### config.mk
export PLATFORM = sky130hd
export DESIGN_NAME = xtmr_bank
export DESIGN_NICKNAME = d
export VERILOG_FILES = /design/src/rtl/xtmr_pkg.sv /design/src/rtl/xtmr_ctrl.sv /design/src/rtl/xtmr_chan.sv /design/src/rtl/xtmr_bank.sv
export SDC_FILE = /design/constraint.sdc
export NUM_CORES = 2
export LEC_CHECK = 0
export BUFFER_PORTS_ARGS = -buffer_cell sky130_fd_sc_hd__buf_4
export CORE_MARGIN = 1.5
export CORE_UTILIZATION = 55
export CTS_BUF_LIST = sky130_fd_sc_hd__clkbuf_8 sky130_fd_sc_hd__clkbuf_16
export CTS_CLUSTER_DIAMETER = 60
export DETAILED_ROUTE_END_ITERATION = 8
export MAX_ROUTING_LAYER = met4
export PLACE_DENSITY = 0.74
export SLEW_MARGIN = 40
export SYNTH_ARGS = -nofsm -noshare
export SYNTH_HDL_FRONTEND = slang
export SYNTH_SLANG_ARGS = --single-unit
### constraint.sdc
create_clock -name clk -period 4.75 [get_ports clk]
set_clock_uncertainty 0.05 [all_clocks]
set_input_delay 0.2375 -clock clk [delete_from_list [all_inputs] [get_ports clk]]
set_output_delay 0.2375 -clock clk [all_outputs]
set_load 0.02 [all_outputs]
### src/rtl/xtmr_pkg.sv
package xtmr_pkg;
  localparam int NCH  = 8;
  localparam int NSRC = 8;
  localparam int SELW = $clog2(NSRC);
  localparam int CTLW = 10;
  localparam int STLO = 4;

  // control field positions
  localparam int B_RST   = 3;
  localparam int B_PER   = 6;
  localparam int B_OWN   = 7;
  localparam int B_FORCE = 8;
  localparam int B_SNAP  = 9;

  // word addresses
  localparam logic [4:0] A_MATCH = 5'h00;
  localparam logic [4:0] A_CNT   = 5'h08;
  localparam logic [4:0] A_CTRL  = 5'h10;
  localparam logic [4:0] A_STAT  = 5'h18;
  localparam logic [4:0] A_EN    = 5'h19;
  localparam logic [4:0] A_SNAP  = 5'h1A;

  // channel whose counter a borrowing channel compares against
  function automatic int master_of(input int idx);
    if (idx < 4)      return 0;
    else if (idx < 6) return 4;
    else              return 6;
  endfunction

  function automatic bit is_master(input int idx);
    return master_of(idx) == idx;
  endfunction

  function automatic logic [CTLW-1:0] keep_mask(input int idx);
    return (idx < 4) ? 10'h0FF : 10'h3FF;
  endfunction

  function automatic bit takes_sel(input int idx, input logic [CTLW-1:0] c);
    return c[B_OWN] || is_master(idx);
  endfunction

  function automatic logic [SELW-1:0] src_of(input logic [CTLW-1:0] c);
    return c[B_FORCE] ? '0 : c[SELW-1:0];
  endfunction
endpackage

### src/rtl/xtmr_ctrl.sv
module xtmr_ctrl import xtmr_pkg::*; #(
  parameter int              IDX         = 0,
  parameter logic [NSRC-1:0] SRC_PRESENT = 8'h3F
) (
  input  logic            clk,
  input  logic            rst_n,
  input  logic            wr,
  input  logic [CTLW-1:0] wdata,
  input  logic [NSRC-1:0] rate_tick,
  output logic [CTLW-1:0] ctrl,
  output logic            tick
);
  logic [CTLW-1:0] ctrl_q;
  logic [SELW-1:0] sel_q;
  logic            run_q;
  logic [CTLW-1:0] ctrl_new;

  assign ctrl_new = wdata & keep_mask(IDX);

  always_ff @(posedge clk) begin
    if (!rst_n) begin
      ctrl_q <= '0;
      sel_q  <= '0;
      run_q  <= 1'b0;
    end else if (wr) begin
      ctrl_q <= ctrl_new;
      if (takes_sel(IDX, ctrl_new)) begin
        sel_q <= src_of(ctrl_new);
        run_q <= 1'b1;
      end
    end
  end

  assign ctrl = ctrl_q;
  assign tick = run_q && SRC_PRESENT[sel_q] && rate_tick[sel_q];
endmodule

### src/rtl/xtmr_chan.sv
module xtmr_chan #(
  parameter int DATA_W = 32
) (
  input  logic              clk,
  input  logic              rst_n,
  input  logic              tick_own,
  input  logic [DATA_W-1:0] cmp_cnt_ext,
  input  logic              cmp_tick_ext,
  input  logic              own_sel,
  input  logic              rst_on_match,
  input  logic              periodic,
  input  logic              cnt_wr,
  input  logic              match_wr,
  input  logic [DATA_W-1:0] wdata,
  output logic [DATA_W-1:0] cnt,
  output logic [DATA_W-1:0] match,
  output logic              hit
);
  function automatic logic [DATA_W-1:0] next_val(input logic [DATA_W-1:0] v);
    return v + 1'b1;
  endfunction

  logic [DATA_W-1:0] cnt_q, match_q, cmp_cnt;
  logic              armed_q, cmp_tick, clr_own;

  assign cmp_cnt  = own_sel ? cnt_q : cmp_cnt_ext;
  assign cmp_tick = own_sel ? tick_own : cmp_tick_ext;
  assign hit      = armed_q && cmp_tick && (next_val(cmp_cnt) == match_q);
  assign clr_own  = hit && own_sel && rst_on_match;

  always_ff @(posedge clk) begin
    if (!rst_n)        cnt_q <= '0;
    else if (cnt_wr)   cnt_q <= wdata;
    else if (clr_own)  cnt_q <= '0;
    else if (tick_own) cnt_q <= next_val(cnt_q);
  end

  always_ff @(posedge clk) begin
    if (!rst_n)        match_q <= '0;
    else if (match_wr) match_q <= wdata;
  end

  always_ff @(posedge clk) begin
    if (!rst_n)                    armed_q <= 1'b1;
    else if (cnt_wr || match_wr)   armed_q <= 1'b1;
    else if (hit && !periodic)     armed_q <= 1'b0;
  end

  assign cnt   = cnt_q;
  assign match = match_q;

  // a selected strobe steps the counter by one
  a_r2_step: assert property (@(posedge clk) disable iff (!rst_n)
    (tick_own && !cnt_wr && !clr_own) |=> cnt_q == next_val($past(cnt_q)));

  // clear-on-match leaves a zero counter
  a_r8_zero: assert property (@(posedge clk) disable iff (!rst_n)
    (clr_own && !cnt_wr) |=> cnt_q == '0);

  // a one-shot channel cannot match in the following cycle
  a_r9_oneshot: assert property (@(posedge clk) disable iff (!rst_n)
    (hit && !periodic && !cnt_wr && !match_wr) |=> !hit);
endmodule

### src/rtl/xtmr_bank.sv
module xtmr_bank import xtmr_pkg::*; #(
  parameter int              DATA_W      = 32,
  parameter logic [NSRC-1:0] SRC_PRESENT = 8'h3F
) (
  input  logic              clk,
  input  logic              rst_n,
  input  logic [NSRC-1:0]   rate_tick,
  input  logic              wr_en,
  input  logic              rd_en,
  input  logic [4:0]        addr,
  input  logic [DATA_W-1:0] wdata,
  output logic [DATA_W-1:0] rdata,
  output logic              irq
);
  localparam int STW = STLO + NCH;

  logic [DATA_W-1:0] cnt_a   [NCH];
  logic [DATA_W-1:0] match_a [NCH];
  logic [CTLW-1:0]   ctrl_a  [NCH];
  logic [NCH-1:0]    tick_v, hit_v, set_vec, clr_vec;
  logic [NCH-1:0]    status_q, en_q;
  logic [DATA_W-1:0] snap_q, rdata_q, rd_nxt;
  logic [2:0]        idx;
  logic              snap_cap;

  assign idx = addr[2:0];

  for (genvar g = 0; g < NCH; g++) begin : g_ch
    localparam int M = master_of(g);

    xtmr_ctrl #(.IDX(g), .SRC_PRESENT(SRC_PRESENT)) u_ctrl (
      .clk       (clk),
      .rst_n     (rst_n),
      .wr        (wr_en && addr == (A_CTRL + 5'(g))),
      .wdata     (wdata[CTLW-1:0]),
      .rate_tick (rate_tick),
      .ctrl      (ctrl_a[g]),
      .tick      (tick_v[g])
    );

    xtmr_chan #(.DATA_W(DATA_W)) u_chan (
      .clk          (clk),
      .rst_n        (rst_n),
      .tick_own     (tick_v[g]),
      .cmp_cnt_ext  (cnt_a[M]),
      .cmp_tick_ext (tick_v[M]),
      .own_sel      (ctrl_a[g][B_OWN]),
      .rst_on_match (ctrl_a[g][B_RST]),
      .periodic     (ctrl_a[g][B_PER]),
      .cnt_wr       (wr_en && addr == (A_CNT + 5'(g))),
      .match_wr     (wr_en && addr == (A_MATCH + 5'(g))),
      .wdata        (wdata),
      .cnt          (cnt_a[g]),
      .match        (match_a[g]),
      .hit          (hit_v[g])
    );
  end

  // status and enable
  assign set_vec = hit_v & en_q;
  assign clr_vec = (wr_en && addr == A_STAT) ? wdata[STLO +: NCH] : '0;

  always_ff @(posedge clk) begin
    if (!rst_n) begin
      status_q <= '0;
      en_q     <= '0;
    end else begin
      status_q <= (status_q & ~clr_vec) | set_vec;
      if (wr_en && addr == A_EN) en_q <= wdata[STLO +: NCH];
    end
  end

  assign irq = |status_q;

  // snapshot: odd upper channel captures the counter just below it
  assign snap_cap = rd_en && addr[4:3] == 2'd1 && idx[2] && idx[0]
                    && ctrl_a[idx][B_SNAP];

  always_ff @(posedge clk) begin
    if (!rst_n)        snap_q <= '0;
    else if (snap_cap) snap_q <= cnt_a[{idx[2:1], 1'b0}];
  end

  // register read
  always_comb begin
    rd_nxt = '0;
    case (addr[4:3])
      2'd0: rd_nxt = match_a[idx];
      2'd1: rd_nxt = cnt_a[idx];
      2'd2: rd_nxt = DATA_W'(ctrl_a[idx]);
      default: begin
        if (addr == A_STAT)      rd_nxt = DATA_W'({status_q, {STLO{1'b0}}});
        else if (addr == A_EN)   rd_nxt = DATA_W'({en_q, {STLO{1'b0}}});
        else if (addr == A_SNAP) rd_nxt = snap_q;
      end
    endcase
  end

  always_ff @(posedge clk) begin
    if (!rst_n)     rdata_q <= '0;
    else if (rd_en) rdata_q <= rd_nxt;
  end

  assign rdata = rdata_q;

  // a cleared bit with no concurrent set is gone next cycle
  a_r10_w1c: assert property (@(posedge clk) disable iff (!rst_n)
    1'b1 |=> (status_q & $past(clr_vec & ~set_vec)) == '0);

  // a status bit only rises from an enabled match
  a_r7_gate: assert property (@(posedge clk) disable iff (!rst_n)
    1'b1 |=> (status_q & ~$past(status_q) & ~$past(set_vec)) == '0);

  // snapshot holds without a capture
  a_r11_hold: assert property (@(posedge clk) disable iff (!rst_n)
    !snap_cap |=> $stable(snap_q));

  initial begin
    if (DATA_W < STW) $error("DATA_W too narrow for status space");
  end
endmodule

==> reports/metrics.yaml <==
crit_start: "g_ch[3].u_ctrl.ctrl[7]$_SDFFE_PN0P_"
cts_resized: 0
vias: 53200
post-cts-setup-buffers: 0
synthTopCellsByArea: "dfxtp_1 (29%), nand2_1 (9.2%), mux4_2 (9.0%)"
syn_area_mm2: 0.0492
finalHoldViolCount: 0
cts_max_path_buffers: 3
portBuffers: 81
synthMuxAreaShare_pct: 14.3
finalSetupViolCount: 0
cp-start-kind: "flip-flop"
ys_seq_elements: 709
drv_cap: 0
synth_seq_area_share_pct: 28.8
drt_wl_total_um: 233000
synth_top_area_share_pct: 28.8
ir_drop_mv: 0.291
cp_top_family: "simple AND/OR/NAND/NOR gates"
synthArstFlopShare_pct: 0
yosys.area.top_type: "dfxtp_1"
maxSlewViolCount: 0
cpPeakStageDelay_ns: 0.77
finish.net_count: 6276
holdBufCountCts: 32
start_util_pct: 55.6
regArea_mm2: 0.0142
fin_crit_sh_pct: 92.7
root_buffer: "clkbuf_16"
synth-adder-area-share_pct: 0.330
yosysWarnings: 0
stdcell_area_mm2: 0.0547
placed_area_mm2: 0.0510
clock_latency_ns: 0.72
drc: 4
worstSetupPathType: "reg2reg"
crit_path_top_delay_cell: "dfxtp_2"
yosys_most_used_dff: "dfxtp_1"
fin_cells: 7470
synthToLayoutAreaGrowth_pct: 11.1
post_drt_wl_per_cell_um: 31.2
syn_nets: 6437
max_freq_mhz: 227
violations: "design-rule violations"
rows: 109
worstPathCellList: "nand3_1 > a22o_1 > or4_1 > nor4b_1 > o22ai_1 > nand4bb_1 > nor4_1 > buf_4 > nand2_1 > and3_1"
synth-edff-count: 0
maxSlewHeadroom_pct: 35.0
regToRegStartpoint: "g_ch[3].u_ctrl.ctrl[7]$_SDFFE_PN0P_"
antenna_found_initial: 18
cts.clk_slew.worst_paths_ns: 0.06
synth_top_family_by_area: "simple AND/OR/NAND/NOR gates"
cts_sinks: 709
synthXorXnorAreaFrac_pct: 8.89
finalCriticalPeriod_ns: 4.40
grt_max_degree: 137
power-per-cell-area_mw_per_mm2: 281
dp_cells: 7249
hpwl_um: 172000
min_from: "rd_en"
drt_first_pass_iters: 9
yosys.area_share.simple_pct: 25.9
cts_made_buffers: 95
htree_num_levels: 3
crit_path_end_kind: "flip-flop"
cp_max_fo: 31
groute.usage.overall_pct: 51.0
cp_num_buf_inv: 1
max_slew.worst_pin.slew_ns: 0.967
grt_pass1_vias: 49300
grt_overflow: 0
drt-initial-drc-count: 8941
syn_avg_cell_area_um2: 7.72
vias_per_cell: 7.13
crit_arrival_ns: 4.93
grt_pass1_wl_um: 332000
required_ns: 5.28
rsz0062_at_grt: "false"
core_region_area_mm2: 0.0885
cts_tree: "yes"
multi_input_area_mm2: 0.0326
synth_compound_area_share_pct: 16.5
fp.dieH_um: 302
n_fill_cell: 7832
status: "complete, but fails checks"
synth.most_common_cell: "nand2_1"
ys_top_cells_by_count: "nand2_1 (1,209), dfxtp_1 (709), a21oi_1 (687)"
p_leak_nw: 17.7
die_area_mm2: 0.0913
dpl_worst_slack_ns: 0.504
ys_types: 87
ant_nets: 0
die_x_um: 302
syn_inst: 6375
min_path_type: "in2reg"
layout_setup_ws_ns: 0.345
io_pins: 82
fin_setup_tns_ns: 0
gp_congestion: 1.10
drive_gt1_share_pct: 12.4
## through the flow
stage	total power [mW]	util [%]	hold WS (ns)
6_report	15.4	61.8	0.0281
5_1_grt	15.6	61.8	0.0615
4_1_cts	15.3	61.8	0.0197
3_5_place_dp	7.64	57.6	0.390
3_3_place_gp	7.63	57.5	0.383
2_1_floorplan	7.08	-	0.323
## worst paths after layout
kind	to	slack, ns	depth (start not counted)
min	rdata[7]$_SDFFE_PN0P_	0.03	2
max	g_ch[3].u_chan.cnt[22]$_SDFFE_PN0P_	0.35	10
max reg2reg	g_ch[3].u_chan.cnt[22]$_SDFFE_PN0P_	0.35	10
min reg2reg	g_ch[1].u_ctrl.run_q$_SDFFE_PN0P_	0.40	2
## cell usage in the layout, fill, tap and decap left out, types with 98 or more instances in the layout
cell type	count
o21ai_0	222
a21oi_1	685
mux4_2	196
buf_4	304
mux2i_1	230
nand3_1	341
nor2_1	295
nand4_1	140
nor3_1	98
nand2_1	1207
dfxtp_1	704
xor2_1	160
xnor2_1	337
## per-layer routing
| metal | up-vias | share of wire, % | global-route usage (%) |
|---|---|---|---|
| met1 | 25400 | 35 | 60.5 |
| met2 | 4209 | 43 | 73.8 |
| met5 | - | 0 | - |
| met4 | 0 | 8.9 | 37.6 |
| li1 | 22600 | - | - |
| met3 | 1042 | 14 | 14.1 |
## cell type report
| cell class | count | share of cell area (%) |
|---|---|---|
| diodes | 10 | 0.0457 |
| clock buffers | 110 | 4.76 |
| clock inverters | 68 | 1.44 |
| inverters | 63 | 0.446 |
| multi-input cells | 4997 | 59.5 |
| flip-flops and latches | 709 | 26.0 |
| well taps | 1165 | 2.66 |
| repair buffers | 348 | 5.17 |
## flip-flops by register name, summed over array words and instances, names as in the netlist, named ones only
register,count
rdata,32
g_ch.u_chan.cnt,256
snap_q,32
g_ch.u_ctrl.ctrl,70
status_q,8
g_ch.u_ctrl.sel_q,23
en_q,8
g_ch.u_chan.match,256
g_ch.u_ctrl.run_q,8
g_ch.u_chan.armed_q,8
## kinds of logic after synthesis
logic type,count (synthesis)
XOR/XNOR,498
multiplexers,454
buffers and inverters,669
adder cells (fa/ha/maj),13
flip-flops,709
AO/OA/AOI/OAI,1372
AND/OR/NAND/NOR,2660
## power by group
group	switching, mW	internal, mW
sequential	0.131	6.01
clock	3.27	4.52
combinational	0.988	0.483
Note: power is estimated with default switching activity, not from simulation.
